$ cat src/rtl/alu_pkg.sv
package alu_pkg;
   typedef enum logic [3:0] {
      OP_AND = 4'd0,  OP_EOR = 4'd1,  OP_SUB = 4'd2,  OP_RSB = 4'd3,
      OP_ADD = 4'd4,  OP_ADC = 4'd5,  OP_SBC = 4'd6,  OP_RSC = 4'd7,
      OP_TST = 4'd8,  OP_TEQ = 4'd9,  OP_CMP = 4'd10, OP_CMN = 4'd11,
      OP_ORR = 4'd12, OP_MOV = 4'd13, OP_BIC = 4'd14, OP_MVN = 4'd15
   } op_e;

   typedef enum logic [2:0] {
      SH_LSL = 3'd0, SH_LSR = 3'd1, SH_ASR = 3'd2, SH_ROR = 3'd3, SH_RRX = 3'd4
   } shk_e;

   function automatic logic op_is_arith(input logic [3:0] op);
      return (op >= 4'd2 && op <= 4'd7) || op == 4'd10 || op == 4'd11;
   endfunction

   function automatic logic op_flags_only(input logic [3:0] op);
      return op[3:2] == 2'b10;
   endfunction
endpackage

$ cat src/rtl/alu_barrel_shift.sv
module alu_barrel_shift #(
   parameter int W   = 32,
   parameter int SHW = $clog2(W)
) (
   input  logic [W-1:0]   b_i,
   input  logic [2:0]     kind_i,
   input  logic [SHW-1:0] amt_i,
   input  logic           cin_i,
   output logic [W-1:0]   res_o,
   output logic           cout_o
);
   import alu_pkg::*;

   logic [W:0]     wide_l;
   logic [W:0]     wide_r;
   logic [W:0]     wide_a;
   logic [2*W-1:0] dbl;

   always_comb begin
      wide_l = {1'b0, b_i} << amt_i;
      wide_r = {b_i, 1'b0} >> amt_i;
      wide_a = $signed({b_i, 1'b0}) >>> amt_i;
      dbl    = {b_i, b_i} >> amt_i;
      res_o  = b_i;
      cout_o = cin_i;
      if (kind_i == SH_RRX) begin
         res_o  = {cin_i, b_i[W-1:1]};
         cout_o = b_i[0];
      end else if (amt_i != '0) begin
         case (kind_i)
            SH_LSL: begin res_o = wide_l[W-1:0]; cout_o = wide_l[W]; end
            SH_LSR: begin res_o = wide_r[W:1];   cout_o = wide_r[0]; end
            SH_ASR: begin res_o = wide_a[W:1];   cout_o = wide_a[0]; end
            SH_ROR: begin res_o = dbl[W-1:0];    cout_o = dbl[W-1];  end
            default: begin res_o = b_i;          cout_o = cin_i;     end
         endcase
      end
   end

   always_comb begin
      if (kind_i == SH_ROR) begin

         rot_pop_chk: assert ($countones(res_o) == $countones(b_i))
            else $error("rotate changed population count");
      end
      if (kind_i == SH_LSL || kind_i == SH_LSR) begin

         shift_pop_chk: assert ($countones(res_o) <= $countones(b_i))
            else $error("logical shift created ones");
      end
   end
endmodule

$ cat src/rtl/alu_adder.sv
module alu_adder #(
   parameter int W      = 32,
   parameter bit RIPPLE = 1'b0
) (
   input  logic [W-1:0] x_i,
   input  logic [W-1:0] y_i,
   input  logic         cin_i,
   output logic [W-1:0] sum_o,
   output logic         cout_o,
   output logic         ovf_o
);
   if (RIPPLE) begin : g_ripple
      logic [W:0] cy;
      assign cy[0] = cin_i;
      for (genvar i = 0; i < W; i++) begin : g_bit
         assign sum_o[i]  = x_i[i] ^ y_i[i] ^ cy[i];
         assign cy[i+1]   = (x_i[i] & y_i[i]) | (cy[i] & (x_i[i] ^ y_i[i]));
      end
      assign cout_o = cy[W];
      assign ovf_o  = cy[W] ^ cy[W-1];
   end else begin : g_behav
      logic [W:0] tot;
      assign tot    = {1'b0, x_i} + {1'b0, y_i} + {{W{1'b0}}, cin_i};
      assign sum_o  = tot[W-1:0];
      assign cout_o = tot[W];
      assign ovf_o  = (x_i[W-1] == y_i[W-1]) && (tot[W-1] != x_i[W-1]);
   end

   always_comb begin

      ovf_sign_chk: assert (!ovf_o || (x_i[W-1] == y_i[W-1]))
         else $error("overflow with operands of unlike sign");
      if (!cin_i) begin

         carry_wrap_chk: assert (cout_o == (sum_o < x_i))
            else $error("carry does not match wrap-around");
      end
   end
endmodule

$ cat src/rtl/alu_logic_unit.sv
module alu_logic_unit #(
   parameter int W = 32
) (
   input  logic [3:0]   op_i,
   input  logic [W-1:0] a_i,
   input  logic [W-1:0] s_i,
   output logic [W-1:0] res_o
);
   import alu_pkg::*;

   always_comb begin
      case (op_i)
         OP_AND, OP_TST: res_o = a_i & s_i;
         OP_EOR, OP_TEQ: res_o = a_i ^ s_i;
         OP_ORR:         res_o = a_i | s_i;
         OP_BIC:         res_o = a_i & ~s_i;
         OP_MOV:         res_o = s_i;
         OP_MVN:         res_o = ~s_i;
         default:        res_o = '0;
      endcase
   end
endmodule

$ cat src/rtl/alu_shift_core.sv
module alu_shift_core #(
   parameter int W          = 32,
   parameter bit RIPPLE_ADD = 1'b0,
   localparam int SHW       = $clog2(W)
) (
   input  logic [31:0] opnd_a,
   input  logic [31:0] opnd_b,
   input  logic [3:0]  op_sel,
   input  logic [2:0]  shift_kind,
   input  logic [4:0]  shift_amt,
   input  logic        flag_c_in,
   input  logic        flag_v_in,
   output logic [31:0] result,
   output logic        wr_en,
   output logic        flag_n,
   output logic        flag_z,
   output logic        flag_c,
   output logic        flag_v
);
   import alu_pkg::*;

   if (W != 32) begin : g_bad_width
      $error("alu_shift_core: port widths are fixed at 32 bits");
   end
   if (SHW != 5) begin : g_bad_shw
      $error("alu_shift_core: shift amount width must be 5");
   end

   logic [W-1:0] s_val;
   logic         sh_c;
   logic [W-1:0] add_x, add_y, add_sum, log_res;
   logic         add_ci, add_co, add_ov;
   logic         arith;

   alu_barrel_shift #(.W(W), .SHW(SHW)) shift_i (
      .b_i(opnd_b), .kind_i(shift_kind), .amt_i(shift_amt),
      .cin_i(flag_c_in), .res_o(s_val), .cout_o(sh_c)
   );

   always_comb begin
      add_x  = opnd_a;
      add_y  = s_val;
      add_ci = 1'b0;
      case (op_sel)
         OP_ADD, OP_CMN: add_ci = 1'b0;
         OP_ADC:         add_ci = flag_c_in;
         OP_SUB, OP_CMP: begin add_y = ~s_val; add_ci = 1'b1; end
         OP_SBC:         begin add_y = ~s_val; add_ci = flag_c_in; end
         OP_RSB:         begin add_x = s_val; add_y = ~opnd_a; add_ci = 1'b1; end
         OP_RSC:         begin add_x = s_val; add_y = ~opnd_a; add_ci = flag_c_in; end
         default:        add_ci = 1'b0;
      endcase
   end

   alu_adder #(.W(W), .RIPPLE(RIPPLE_ADD)) add_i (
      .x_i(add_x), .y_i(add_y), .cin_i(add_ci),
      .sum_o(add_sum), .cout_o(add_co), .ovf_o(add_ov)
   );

   alu_logic_unit #(.W(W)) logic_i (
      .op_i(op_sel), .a_i(opnd_a), .s_i(s_val), .res_o(log_res)
   );

   assign arith  = op_is_arith(op_sel);
   assign result = arith ? add_sum : log_res;
   assign wr_en  = !op_flags_only(op_sel);
   assign flag_n = result[W-1];
   assign flag_z = (result == '0);
   assign flag_c = arith ? add_co : sh_c;
   assign flag_v = arith ? add_ov : flag_v_in;

   always_comb begin

      nz_excl_chk: assert (!(flag_n && flag_z))
         else $error("negative and zero both set");
      if (!arith) begin

         v_keep_chk: assert (flag_v == flag_v_in)
            else $error("logical op altered overflow");
      end
      if (!arith && shift_amt == '0 && shift_kind != SH_RRX) begin

         zero_amt_c_chk: assert (flag_c == flag_c_in && result == log_res)
            else $error("zero shift altered carry");
      end
      if (op_sel == OP_MOV && shift_kind == SH_RRX) begin

         rrx_top_chk: assert (result[W-1] == flag_c_in)
            else $error("rrx top bit not the old carry");
      end
   end
endmodule

$ cat config.mk
export PLATFORM = sky130hd
export DESIGN_NAME = alu_shift_core
export DESIGN_NICKNAME = d
export VERILOG_FILES = /design/src/rtl/alu_pkg.sv /design/src/rtl/alu_barrel_shift.sv /design/src/rtl/alu_adder.sv /design/src/rtl/alu_logic_unit.sv /design/src/rtl/alu_shift_core.sv
export SDC_FILE = /design/constraint.sdc
export NUM_CORES = 1
export LEC_CHECK = 0
export ABC_CLOCK_PERIOD_IN_PS = 11000
export CAP_MARGIN = 20
export CORE_MARGIN = 2
export CORE_UTILIZATION = 50
export DETAILED_ROUTE_END_ITERATION = 8
export PLACE_DENSITY = 0.71
export SLEW_MARGIN = 10
export SYNTH_ARGS = -nofsm -noshare
export SYNTH_HDL_FRONTEND = slang
export SYNTH_SLANG_ARGS = --single-unit
$ cat constraint.sdc
create_clock -name vclk -period 11
set_input_delay 1.65 -clock vclk [all_inputs]
set_output_delay 1.65 -clock vclk [all_outputs]
set_load 0.02 [all_outputs]
---- Word level (Yosys, flattened, before mapping) ----
Cells that the tools add are included.
word-level totals
  register bits after elaboration ......... 0
  bits of input ports ..................... 78
  output and inout port bits .............. 37
  logic and storage cells ................. 63
operators by class
  $add $sub $neg .......................... 2
  magnitude comparators ................... 2
  eq/ne operators ......................... 21
  shift operators ......................... 4
  muxes and demuxes ....................... 13
  bitwise logic cells ..................... 6
  reduce and logical (&&, ||, !) cells .... 15
operator list
  operator                                                                              number
  32-bit case mux with 6 select lines                                                   1
  32-bit two-way mux                                                                    4
  32-bit case mux with 4 select lines                                                   1
  32-bit AND                                                                            2
  32-bit inverter                                                                       2
  32-bit case mux with 2 select lines                                                   1
  64-bit by 5-bit right shift with 32-bit output                                        1
  32-bit by 32-bit adder with 33-bit output                                             1
  33-bit by 1-bit adder with 33-bit output                                              1
  32-bit by 5-bit << shifter with 33-bit output                                         1
  33-bit by 5-bit right shift with 33-bit output                                        1
  33-bit by 5-bit >>> shifter with 33-bit output                                        1
  4-bit equality test (second input constant)                                           8
  32-bit logical NOT                                                                    1
  32-bit bitwise OR                                                                     1
  32-bit bitwise XOR                                                                    1
  4-bit by 3-bit equality test with 1-bit output (second input constant)                3
  3-bit OR reduction                                                                    3
  4-bit by 2-bit equality test with 1-bit output (second input constant)                2
  3-bit by 2-bit equality test with 1-bit output (second input constant)                2
  2-bit OR reduction                                                                    3
  5-bit nonzero test                                                                    1
  4-bit by 1-bit equality test with 1-bit output (second input constant)                1
  4-bit by 2-bit greater-or-equal comparator with 1-bit output (second input constant)  1
  other kinds (14)                                                                      19

---- Depth between registers and ports, before layout ----
  word-level depth ........................ 11
  mapped depth ............................ 27
  depth with buffers taken out ............ 21

---- Hierarchy ----
From an unflattened synthesis, not the netlist that was laid out.
unflattened totals
  cells, all modules ...................... 1678
  area total of the unflattened synthesis .. 12309.3 um^2
modules (own cells, without submodules)
  module            times used  cells an instance  area each (um^2)  seq. area each (um^2)
  alu_barrel_shift  1           907                6657.6            0.0
  alu_logic_unit    1           358                2467.4            0.0
  alu_adder         1           228                1686.6            0.0
  alu_shift_core    1           185                1497.7            0.0

---- Worst setup path before layout ----
OpenSTA, ideal clock, no wires.
  path kind ............................... input to output
  from .................................... in shift_amt[2]
  to ...................................... out flag_z
  data arrival time ....................... 7.840 ns
  required time ........................... 9.350 ns
  setup slack ............................. 1.510 ns
  stages .................................. 23
  path buffers ............................ 4
  cell sequence ........................... buf_2 > buf_6 > buf_4 > buf_2 > mux2_2 > mux4_2 > a211oi_1 > nand2_1 > a31oi_1 > mux2i_1 > o21ai_0 > ha_1 > o21a_1 > o211ai_1 > a31oi_1 > or4_1 > a31oi_1 > a211oi_1 > a2111o_1 > or4_1 > or4_1 > or4b_1 > nor4_2
between the ends
  word-level cells in the longest chain between the ends .. 10
  elaborated cells between the ends (all ways) .. 20
  those cells by class .................... add/sub: 2; shift: 4; mux: 7; bitwise: 5; reduce/logical: 2
RTL lines
  what                                                                          line                    RTL
  start, declared                                                               alu_shift_core.sv:10    input logic [4:0] shift_amt,
  64-bit by 5-bit right shift with 32-bit output, or another cell as far along  alu_barrel_shift.sv:23  dbl = {b_i, b_i} >> amt_i;
  32-bit case mux with 4 select lines                                           alu_barrel_shift.sv:30  case (kind_i)
  32-bit two-way mux *                                                          alu_barrel_shift.sv:29  end else if (amt_i != '0) begin
  32-bit two-way mux *                                                          alu_barrel_shift.sv:26  if (kind_i == SH_RRX) begin
  32-bit inverter                                                               n/a
  32-bit case mux with 2 select lines                                           alu_shift_core.sv:44    case (op_sel)
  32-bit by 32-bit adder with 33-bit output                                     alu_adder.sv:23         assign tot = {1'b0, x_i} + {1'b0, y_i} + {{W{1'b0}}, cin_i};
  33-bit by 1-bit adder with 33-bit output                                      alu_adder.sv:23
  32-bit two-way mux *                                                          alu_shift_core.sv:65    assign result = arith ? add_sum : log_res;
  via result[10]                                                                alu_shift_core.sv:13    output logic [31:0] result,
  32-bit logical NOT *                                                          alu_shift_core.sv:68    assign flag_z = (result == '0);
  end, declared                                                                 alu_shift_core.sv:16    output logic flag_z,
The timed path passes the listed nets; every way through them passes the cells marked *.

---- Final worst setup path ----
  from .................................... in opnd_b[18]
  to ...................................... out flag_z
between the ends
  word-level cells in the longest chain between the ends .. 10
  elaborated cells between the ends (all ways) .. 19
  those cells by class .................... add/sub: 2; shift: 4; mux: 7; bitwise: 5; reduce/logical: 1
RTL lines
  what                                                                          line                    RTL
  start, declared                                                               alu_shift_core.sv:7     input logic [31:0] opnd_b,
  64-bit by 5-bit right shift with 32-bit output, or another cell as far along  alu_barrel_shift.sv:23
  32-bit case mux with 4 select lines                                           alu_barrel_shift.sv:30
  32-bit two-way mux                                                            alu_barrel_shift.sv:29
  32-bit two-way mux *                                                          alu_barrel_shift.sv:26
  32-bit inverter                                                               n/a
  32-bit case mux with 2 select lines                                           alu_shift_core.sv:44
  32-bit by 32-bit adder with 33-bit output                                     alu_adder.sv:23
  33-bit by 1-bit adder with 33-bit output                                      alu_adder.sv:23
  32-bit two-way mux *                                                          alu_shift_core.sv:65
  32-bit logical NOT *                                                          alu_shift_core.sv:68
Every way passes the cells marked *; elsewhere a longest branch is shown, timed or not.

==> flow_metrics.py <==
metrics = {
    "placement": {
        "port_buffers": 115,
        "placed_cell_area_um2": 13300,
        "place_congestion": 1.10,
        "post-dp-hpwl_mm": 47.6,
    },
    "floorplanning": {
        "initial_core_util_pct": 50.7,
        "core_um2": 22600,
        "die_w_um": 155,
        "io_pins": 115,
        "die_y_um": 155,
        "rows": 55,
        "die-area_um2": 24100,
    },
    "drt": {
        "ant_nets": 0,
        "wl_per_cell_um": 30.5,
        "dr.pass1.iters": 7,
        "route.detailed.drc": 0,
        "via_per_inst": 7.66,
        "vias": 15300,
        "drtIter0Drc": 2751,
        "finalWirelength_mm": 60.9,
    },
    "critical_path": {
        "critPathLaunchType": "input pin",
        "critPathCapture": "flag_z",
        "startpoint": "opnd_b[18]",
        "worst_ep_arrival_time_ns": 9.18,
        "critPathKind": "input pin to output pin",
        "critical_path.endpoint_type": "output pin",
        "crit_fanout": 8,
        "cp_data_required_time_ns": 9.35,
    },
    "sta": {
        "worst_pin_slew_ns": 0.931,
        "setup-violations-final": 0,
        "period_share_pct": 98.4,
        "final_max_slew_viol_count": 0,
        "tns_ns": 0,
        "finalHoldViolations": 0,
        "rsz0062_at_grt": "no",
        "post-route-min-period_ns": 10.83,
        "fmax_mhz": 92.4,
        "relSlewSlack_pct": 37.1,
    },
    "synthesis": {
        "yosysSeqAreaShare_pct": 0,
        "synth_cells": 1627,
        "ys_warn_count": 0,
        "ys_types": 97,
        "syn_nets": 1770,
        "synth_area_per_cell_um2": 7.03,
        "yosysTopAreaCell": "mux4_2",
        "yosysTopAreaCellShare_pct": 11.0,
        "synth_area_um2": 11400,
        "netlist_top_cells_area": "mux4_2, mux2i_1, ha_1, o21ai_0, nand2_1",
    },
    "final_layout": {
        "drive_above_1_share_pct": 17.2,
        "fill_cells": 2119,
        "syn_to_final_growth_pct": 16.1,
        "stdcell_area_um2": 13300,
        "fin_util_pct": 58.8,
        "final.clkbuf_count": 0,
        "ff_latch_area_um2": 0,
        "nFlopsAndLatches": 0,
        "nNetsFinal": 1858,
    },
    "global_route": {
        "grt_pass1_wl_mm": 90.1,
        "antenna_found_initial": 4,
        "grt_use_total_pct": 49.2,
        "grt-ovfl-total": 0,
        "grt_pass1_vias": 14200,
        "grt_max_degree": 65,
    },
    "min_path": {
        "hold_path_class": "input pin to output pin",
        "worstHoldStart": "flag_v_in",
    },
    "status": {
        "outcome": "finished, final reports clean",
    },
    "clock_network": {
        "postCtsSetupBuffers": 0,
    },
    "run": {
        "drv_cap": 0,
    },
}
[how the worst min path moves through the flow]
stage | depth (start not counted) | endpoint | slack, ns
final | 4 | flag_v | 4.35
after global routing | 4 | flag_v | 4.39
after CTS | 4 | flag_v | 4.36
after detailed placement | 4 | flag_v | 4.35
after global placement | 4 | flag_v | 4.33
after floorplan | 2 | flag_v | 3.48
[metrics by stage]
step	cells	setup slack [ns]	hold slack, ns
2_1_floorplan	1627	1.51	3.48
3_3_place_gp	1997	0.376	4.33
3_5_place_dp	1998	0.355	4.35
4_1_cts	1998	0.329	4.36
5_1_grt	1998	0.0268	4.39
6_report	1999	0.174	4.35
[synth_stat cells, types with 7 or more instances]
cell type  number
a211o_1        10
a211oi_1       30
a21o_1         16
a21oi_1       124
a221oi_1       11
a22oi_1         7
a2bb2oi_1       7
a31oi_1        16
a32oi_1         9
and2_1         14
and3_1         12
buf_1          11
buf_2          19
buf_4           7
buf_6           7
clkbuf_1      116
ha_1           63
inv_1          52
mux2_2         49
mux2i_1       124
mux4_2         56
nand2_1       193
nand2b_1       22
nand3_1        35
nand4_1         8
nor2_1        110
nor2b_1        16
nor3_1         27
o2111ai_1       8
o211ai_1       23
o21a_1          7
o21ai_0       156
o21ai_1         8
o221ai_1       16
o22a_1          7
o22ai_1        26
o31ai_1        16
or2_2          10
or3_1          15
or4_1           7
xnor2_1        15
xor2_1         14
[routing by layer]
metal | wire length, um | global-route usage (%) | vias to the layer above | part of all wire, %
met4 | 4100 | 21.2 | 4 | 6.7
met2 | 24100 | 70.6 | 1403 | 40
met5 | 30 | 0 | - | 0.049
met1 | 22500 | 63.9 | 7157 | 37
li1 | - | - | 6406 | -
met3 | 10300 | 21.8 | 351 | 17
[placed cells by master, fill, tap and decap left out, types with 30 or more instances in the layout]
| cell type | n |
|---|---|
| ha_1 | 63 |
| mux2_2 | 49 |
| a21oi_1 | 123 |
| inv_1 | 52 |
| a211oi_1 | 30 |
| o21ai_0 | 156 |
| nand3_1 | 35 |
| mux4_2 | 56 |
| nand2_1 | 192 |
| clkdlybuf4s50_1 | 110 |
| mux2i_1 | 123 |
| buf_4 | 131 |
| nor2_1 | 109 |
[critical path: stages]
cell	delay, ns
clkdlybuf4s50_1	0.69
buf_4	0.31
mux4_2	0.46
mux2i_1	0.49
o221ai_1	0.28
or4_1	0.47
a21oi_1	0.58
mux2i_1	0.26
o21ai_0	0.11
ha_1	0.42
o211ai_1	0.14
and2_1	0.20
or2_2	0.29
o211ai_1	0.33
xor2_1	0.12
nor2_1	0.34
o21bai_1	0.13
or4_1	0.53
or4b_1	0.55
nor4_2	0.17
clkdlybuf4s50_1	0.64
[kinds of logic after synthesis]
| family | Yosys count | share of synthesized area [%] |
|---|---|---|
| xor+xnor | 29 | 2.22 |
| fa+ha+maj | 65 | 7.24 |
| buf+inv | 218 | 8.35 |
| mux | 240 | 28.0 |
| compound gates | 572 | 33.2 |
| simple gates | 503 | 21.1 |
[what timing repair did]
item / CTS / global route
setup endpoints to repair: 0 / 1
resized for setup: 0 / 4
hold buffers: 0 / 0
[layout make-up]
cell class / count / area [um^2] / area share, %
Inverter: 55 / 206 / 1.56
Tap cell: 285 / 357 / 2.69
Antenna cell: 1 / 2.50 / 0.0189
Timing Repair Buffer: 249 / 2190 / 16.5
Multi-Input combinational cell: 1409 / 10500 / 79.2
